--- config.mk ---
export PLATFORM = sky130hd
export DESIGN_NAME = bus_test_responder
export DESIGN_NICKNAME = d
export VERILOG_FILES = /design/src/rtl/bus_test_pkg.sv /design/src/rtl/bus_test_capture.sv /design/src/rtl/bus_test_lane.sv /design/src/rtl/bus_test_seq.sv /design/src/rtl/bus_test_responder.sv
export SDC_FILE = /design/constraint.sdc
export NUM_CORES = 1
export LEC_CHECK = 0
export BUFFER_PORTS_ARGS = -buffer_cell sky130_fd_sc_hd__buf_2
export CORE_MARGIN = 2
export CORE_UTILIZATION = 25
export CTS_CLUSTER_SIZE = 25
export DETAILED_ROUTE_END_ITERATION = 8
export HOLD_SLACK_MARGIN = 0.05
export MAX_ROUTING_LAYER = met4
export SYNTH_ARGS = -nofsm -noshare
export SYNTH_HDL_FRONTEND = slang
export SYNTH_SLANG_ARGS = --single-unit
--- constraint.sdc ---
create_clock -name clk_i -period 2.6 [get_ports clk_i]
set_clock_uncertainty 0.05 [all_clocks]
set_input_delay 0 -clock clk_i [delete_from_list [all_inputs] [get_ports clk_i]]
set_output_delay 0 -clock clk_i [all_outputs]
set_load 0.01 [all_outputs]
--- src/rtl/bus_test_pkg.sv ---
package bus_test_pkg;
  typedef enum logic [2:0] {
    ST_IDLE,
    ST_RX_WAIT,
    ST_RX_B0,
    ST_RX_B1,
    ST_TX
  } state_e;

  typedef enum logic [1:0] {
    PH_START,
    PH_DATA,
    PH_CRC,
    PH_END
  } phase_e;
endpackage

--- src/rtl/bus_test_capture.sv ---
module bus_test_capture #(
  parameter int unsigned NUM_LINES = 8,
  parameter int unsigned PAT_BITS  = 8
) (
  input  logic                                clk_i,
  input  logic                                rst_ni,
  input  logic [NUM_LINES-1:0]                dat_i,
  input  logic                                cap0_en_i,
  input  logic                                cap1_en_i,
  input  logic                                mode8_i,
  output logic [NUM_LINES-1:0][PAT_BITS-1:0]  pat_o
);
  localparam int unsigned HALF = NUM_LINES / 2;
  localparam int unsigned PAD  = PAT_BITS - 2;

  logic [NUM_LINES-1:0] first_q, second_q;

  always_ff @(posedge clk_i or negedge rst_ni) begin
    if (!rst_ni) begin
      first_q  <= '0;
      second_q <= '0;
    end else begin
      if (cap0_en_i) first_q  <= dat_i;
      if (cap1_en_i) second_q <= dat_i;
    end
  end

  for (genvar i = 0; i < NUM_LINES; i++) begin : g_pat
    if (i < HALF) begin : g_low
      // lower half always takes part
      assign pat_o[i] = {~first_q[i], ~second_q[i], {PAD{1'b0}}};
    end else begin : g_high
      assign pat_o[i] = mode8_i ? {~first_q[i], ~second_q[i], {PAD{1'b0}}}
                                : '0;
    end
  end
endmodule

--- src/rtl/bus_test_lane.sv ---
module bus_test_lane
  import bus_test_pkg::*;
#(
  parameter int unsigned          PAT_BITS = 8,
  parameter int unsigned          CRC_BITS = 16,
  parameter logic [CRC_BITS-1:0]  CRC_POLY = 16'h1021
) (
  input  logic                clk_i,
  input  logic                rst_ni,
  input  logic                load_i,
  input  logic [PAT_BITS-1:0] pat_i,
  input  logic                step_i,
  input  phase_e              phase_i,
  output logic                bit_o
);
  logic [PAT_BITS-1:0] sh_q;
  logic [CRC_BITS-1:0] crc_q;
  logic                fb;

  assign fb = sh_q[PAT_BITS-1] ^ crc_q[CRC_BITS-1];

  always_ff @(posedge clk_i or negedge rst_ni) begin
    if (!rst_ni) begin
      sh_q  <= '0;
      crc_q <= '0;
    end else if (load_i) begin
      sh_q  <= pat_i;
      crc_q <= '0;
    end else if (step_i) begin
      if (phase_i == PH_DATA) begin
        sh_q  <= sh_q << 1;
        crc_q <= {crc_q[CRC_BITS-2:0], 1'b0} ^ (fb ? CRC_POLY : '0);
      end else begin
        crc_q <= crc_q << 1;
      end
    end
  end

  always_comb begin
    unique case (phase_i)
      PH_START: bit_o = 1'b0;
      PH_DATA:  bit_o = sh_q[PAT_BITS-1];
      PH_CRC:   bit_o = crc_q[CRC_BITS-1];
      default:  bit_o = 1'b1;
    endcase
  end
endmodule

--- src/rtl/bus_test_seq.sv ---
module bus_test_seq
  import bus_test_pkg::*;
#(
  parameter int unsigned PAT_BITS = 8,
  parameter int unsigned CRC_BITS = 16
) (
  input  logic   clk_i,
  input  logic   rst_ni,
  input  logic   rx_start_i,
  input  logic   tx_start_i,
  input  logic   ref_line_i,
  input  logic   mode8_i,
  output logic   cap0_en_o,
  output logic   cap1_en_o,
  output logic   load_o,
  output logic   step_o,
  output phase_e phase_o,
  output logic   oe_o,
  output logic   mode8_o,
  output logic   rx_done_o,
  output logic   tx_done_o
);
  localparam int unsigned FRAME_LEN = PAT_BITS + CRC_BITS + 2;
  localparam int unsigned CNT_W     = $clog2(FRAME_LEN);
  localparam int unsigned CRC_FIRST = PAT_BITS + 1;
  localparam logic [CNT_W-1:0] LAST = CNT_W'(FRAME_LEN - 1);

  state_e           state_q;
  logic [CNT_W-1:0] cnt_q;
  logic             mode8_q, rx_done_q, tx_done_q;

  always_ff @(posedge clk_i or negedge rst_ni) begin
    if (!rst_ni) begin
      state_q   <= ST_IDLE;
      cnt_q     <= '0;
      mode8_q   <= 1'b1;
      rx_done_q <= 1'b0;
      tx_done_q <= 1'b0;
    end else begin
      rx_done_q <= 1'b0;
      tx_done_q <= 1'b0;
      unique case (state_q)
        ST_IDLE: begin
          if (rx_start_i) begin
            state_q <= ST_RX_WAIT;
            mode8_q <= mode8_i;
          end else if (tx_start_i) begin
            state_q <= ST_TX;
            cnt_q   <= '0;
          end
        end
        ST_RX_WAIT: if (!ref_line_i) state_q <= ST_RX_B0;
        ST_RX_B0:   state_q <= ST_RX_B1;
        ST_RX_B1: begin
          state_q   <= ST_IDLE;
          rx_done_q <= 1'b1;
        end
        ST_TX: begin
          if (cnt_q == LAST) begin
            state_q   <= ST_IDLE;
            cnt_q     <= '0;
            tx_done_q <= 1'b1;
          end else begin
            cnt_q <= cnt_q + 1'b1;
          end
        end
        default: state_q <= ST_IDLE;
      endcase
    end
  end

  always_comb begin
    if (cnt_q == '0)                       phase_o = PH_START;
    else if (cnt_q < CNT_W'(CRC_FIRST))    phase_o = PH_DATA;
    else if (cnt_q < LAST)                 phase_o = PH_CRC;
    else                                   phase_o = PH_END;
  end

  assign oe_o      = (state_q == ST_TX);
  assign load_o    = (state_q == ST_IDLE) && !rx_start_i && tx_start_i;
  assign step_o    = oe_o && (phase_o == PH_DATA || phase_o == PH_CRC);
  assign cap0_en_o = (state_q == ST_RX_B0);
  assign cap1_en_o = (state_q == ST_RX_B1);
  assign mode8_o   = mode8_q;
  assign rx_done_o = rx_done_q;
  assign tx_done_o = tx_done_q;
endmodule

--- src/rtl/bus_test_responder.sv ---
module bus_test_responder
  import bus_test_pkg::*;
#(
  parameter int unsigned NUM_LINES = 8,
  parameter int unsigned PAT_BITS  = 8,
  parameter int unsigned CRC_BITS  = 16,
  parameter logic [15:0] CRC_POLY  = 16'h1021
) (
  input  logic                 clk_i,
  input  logic                 rst_ni,
  input  logic                 mode8_i,
  input  logic                 rx_start_i,
  input  logic                 tx_start_i,
  input  logic [NUM_LINES-1:0] dat_i,
  output logic [NUM_LINES-1:0] dat_o,
  output logic [NUM_LINES-1:0] dat_oe_o,
  output logic                 rx_done_o,
  output logic                 tx_done_o
);
  logic                               cap0_en, cap1_en, load, step, oe, mode8_q;
  phase_e                             phase;
  logic [NUM_LINES-1:0][PAT_BITS-1:0] pat;
  logic [NUM_LINES-1:0]               lane_bit;

  bus_test_seq #(
    .PAT_BITS (PAT_BITS),
    .CRC_BITS (CRC_BITS)
  ) u_seq (
    .clk_i      (clk_i),
    .rst_ni     (rst_ni),
    .rx_start_i (rx_start_i),
    .tx_start_i (tx_start_i),
    .ref_line_i (dat_i[0]),
    .mode8_i    (mode8_i),
    .cap0_en_o  (cap0_en),
    .cap1_en_o  (cap1_en),
    .load_o     (load),
    .step_o     (step),
    .phase_o    (phase),
    .oe_o       (oe),
    .mode8_o    (mode8_q),
    .rx_done_o  (rx_done_o),
    .tx_done_o  (tx_done_o)
  );

  bus_test_capture #(
    .NUM_LINES (NUM_LINES),
    .PAT_BITS  (PAT_BITS)
  ) u_cap (
    .clk_i     (clk_i),
    .rst_ni    (rst_ni),
    .dat_i     (dat_i),
    .cap0_en_i (cap0_en),
    .cap1_en_i (cap1_en),
    .mode8_i   (mode8_q),
    .pat_o     (pat)
  );

  for (genvar i = 0; i < NUM_LINES; i++) begin : g_lane
    bus_test_lane #(
      .PAT_BITS (PAT_BITS),
      .CRC_BITS (CRC_BITS),
      .CRC_POLY (CRC_POLY[CRC_BITS-1:0])
    ) u_lane (
      .clk_i   (clk_i),
      .rst_ni  (rst_ni),
      .load_i  (load),
      .pat_i   (pat[i]),
      .step_i  (step),
      .phase_i (phase),
      .bit_o   (lane_bit[i])
    );
  end

  assign dat_oe_o = {NUM_LINES{oe}};
  assign dat_o    = oe ? lane_bit : '1;
endmodule

==> impl_metrics.yaml <==
run_status:
  outcome: "completed"
logic_synthesis:
  synth_area_leader_cell: "dfrtp_1"
  async_flop_share_pct: 100
  synth-edff-count: 0
  ys_seq_area_share_pct: 58.3
  yosysWarnings: 0
  netlist.area_leader.share_pct: 58.0
  synth_area_leaders: "dfrtp_1 (58%), nand2_1 (13%), a21oi_1 (10%)"
  synth.net_count: 796
  syn_area_um2: 7340
  synth_common_cells: "nand2_1 (259), dfrtp_1 (170), a21oi_1 (147), o21ai_0 (31), buf_2 (28)"
  synthCells: 777
  syn_area_per_cell_um2: 9.44
  synth_most_common_cell: "nand2_1"
  ys_seq_elements: 171
  yosys_most_used_dff: "dfrtp_1"
  yosysUniqueCellTypes: 35
floorplan:
  die_w_um: 175
  num_rows: 62
  coreArea_um2: 28800
  dieArea_um2: 30700
  die_h_um: 175
  start_util_pct: 25.5
  ioPinCount: 31
placement:
  gp_congestion: 0.767
  place_ws_ns: 0.134
  dp_cells: 1148
  io_buffers: 30
  hpwl_um: 9160
worst_setup_path:
  arrival_ns: 2.71
  reg2reg_from: "u_seq.cnt_q[0]$_DFFE_PN0P_"
  required_ns: 2.88
  cp-startpoint: "u_seq.cnt_q[0]$_DFFE_PN0P_"
  cp-start-kind: "flip-flop"
  cp-end-kind: "flip-flop"
  worst-setup-path-type: "reg -> reg"
  path_max_fanout: 14
sta:
  fin_setup_tns_ns: 0
  worstMarginPinSlew_ns: 0.655
  finalCritPeriodShare_pct: 93.3
  setup_viol: 0
  min_period_ns: 2.43
  layout_setup_ws_ns: 0.174
  max_freq_ghz: 0.412
  hold_violations: 0
  rsz0062_at_grt: "no"
  maxSlewHeadroom_pct: 56.3
  maxSlewViolCount: 0
cts:
  clkTransAtPathRegs_ns: 0.07
  cts_sinks: 171
  insertion_delay_ns: 0.43
  numCtsBuffers: 17
  clk_path_buf_depth: 2
  cts_root_buffer: "clkbuf_16"
  htreeDepth: 4
  cts_tree: "built"
global_route:
  overflow: 0
  grt_util_all_layers_pct: 10.5
  grt_max_degree: 72
  antenna_found_initial: 0
  grt_pass1_wl_um: 25500
  grt_pass1_vias: 5012
drt:
  viasPerCell: 4.46
  drc: 0
  vias: 5336
  routedWlPerCell_um: 12.8
  drt_pass1_iterations: 5
  drtAntennaViolNets: 0
  routed_wl_um: 15300
  dr.first_iter.drc_count: 383
final_layout:
  fill_cells: 2977
  syn2layout_area_growth_pct: 19.1
  drive_gt1_share_pct: 13.2
  layoutNonFillerInstCount: 1197
  antenna_cells: 0
  fin_nets: 819
job:
  drv_cap: 0
hold_path:
  min_path_type: "in -> async"
power_and_ir_drop:
  power_mw: 10.5
  p_leak_nw: 3.82
  power_density_nw_per_um2: 1210
  ir_drop_mv: 0.807
## flip-flops by register name, indices dropped and copies added, names as in the netlist
name	flops
g_lane.u_lane.crc_q	128
g_lane.u_lane.sh_q	16
u_cap.first_q	8
u_cap.second_q	8
u_seq.cnt_q	5
u_seq.mode8_o	1
u_seq.rx_done_o	1
u_seq.state_q	3
u_seq.tx_done_o	1
## cell type report
cell class / count / area, µm² / share of cell area, %
multi-input combinational: 529 / 2690 / 30.8
sequential: 171 / 4280 / 49.0
clock inverter: 13 / 141 / 1.62
inverter: 15 / 56.3 / 0.644
tap: 384 / 480 / 5.50
clock buffer: 19 / 443 / 5.07
timing repair buffer: 66 / 649 / 7.43
## path summary, 6_finish.rpt
path                       slack [ns]                                endpoint  depth (start not counted)
max                              0.17  g_lane[7].u_lane.crc_q[12]$_DFFE_PN0P_                         11
min                               0.1               u_seq.rx_done_o$_DFF_PN0_                          2
max reg2reg                      0.17  g_lane[7].u_lane.crc_q[12]$_DFFE_PN0P_                         11
min reg2reg                      0.39    g_lane[0].u_lane.sh_q[6]$_DFFE_PN0P_                          1
max in group asynchronous        1.65              u_seq.cnt_q[1]$_DFFE_PN0P_                          3
min in group clk_i               0.18            u_seq.state_q[2]$_DFFE_PN0P_                          4
## logic make-up after synthesis
family                     synth area share (%)
AOI/OAI and AO/OA                          15.1
xor gates and xnor gates                   3.10
adders and majority gates                  1.02
buffers and inverters                      5.80
DFF                                        58.3
muxes                                     0.921
and+or+nand+nor                            15.7
## worst max-delay path, stage by stage, from the launching register on
cell     delay (ns)
dfrtp_1        0.39
inv_1          0.07
ha_1           0.19
a32oi_1        0.16
nor2_1         0.07
a21o_1         0.19
ha_4           0.26
nor4b_4        0.33
buf_6          0.23
buf_12         0.15
o21ai_0        0.07
a21oi_1        0.16
## metrics by stage
step	utilization (%)	hold slack, ns	area (µm²)
after CTS	29.8	0.115	8590
after floorplan	-	-0.346	7340
after global placement	27.4	0.00952	7880
after global routing	30.4	0.150	8740
final	30.4	0.0980	8740
after detailed placement	27.4	0.00696	7880
## power breakdown
group	internal [mW]	switching, mW
Sequential	3.69	0.697
Clock	1.45	1.07
Combinational	1.54	2.11
Total	6.67	3.88
## layout by cell type, fill, tap and decap left out, drive strengths merged
| cell | Yosys | routed |
|---|---|---|
| nand2 | 259 | 259 |
| dfrtp | 170 | 170 |
| a21oi | 147 | 147 |
| buf | 56 | 51 |
| o21ai | 31 | 31 |
| xor2 | 25 | 25 |
| clkbuf | 6 | 22 |
| inv | 15 | 18 |
| dlygate4sd3 | 0 | 12 |
| nand3 | 11 | 11 |
| a221o | 8 | 8 |
| mux2 | 6 | 6 |
| ha | 6 | 6 |
| a32o | 5 | 5 |
| clkinvlp | 0 | 5 |
| nor2 | 5 | 5 |
| o2bb2ai | 4 | 4 |
| a22oi | 4 | 4 |
| clkinv | 0 | 3 |
| nor3 | 3 | 3 |
| nand3b | 2 | 2 |
| nand2b | 2 | 2 |
| nor2b | 2 | 2 |
| bufinv | 0 | 2 |
| and2 | 2 | 2 |
| o21bai | 1 | 1 |
| a32oi | 1 | 1 |
| a21o | 1 | 1 |
| nand4b | 1 | 1 |
| nor4b | 1 | 1 |
| xnor2 | 1 | 1 |
| nor3b | 1 | 1 |
| dfstp | 1 | 1 |
## what timing repair did
item / in CTS / in global routing
endpoints found under the hold margin: 170 / 0
hold buffers: 12 / 0
gates resized for setup: 1 / 16
endpoints found under the setup margin: 6 / 83
pin swaps: 0 / 2
setup buffers: 0 / 2
gates cloned: 0 / 3
## per-layer routing
| layer | GRT usage, % | up-vias | part of all wire [%] | routed length (µm) |
|---|---|---|---|---|
| met1 | 14.3 | 2637 | 49 | 7510 |
| li1 | - | 2601 | - | - |
| met5 | - | - | 0 | 0 |
| met2 | 15.5 | 87 | 47 | 7140 |
| met3 | 2.73 | 11 | 3.4 | 516 |
| met4 | 2.99 | 0 | 0.99 | 151 |
Power figures use the tool's default switching activity.
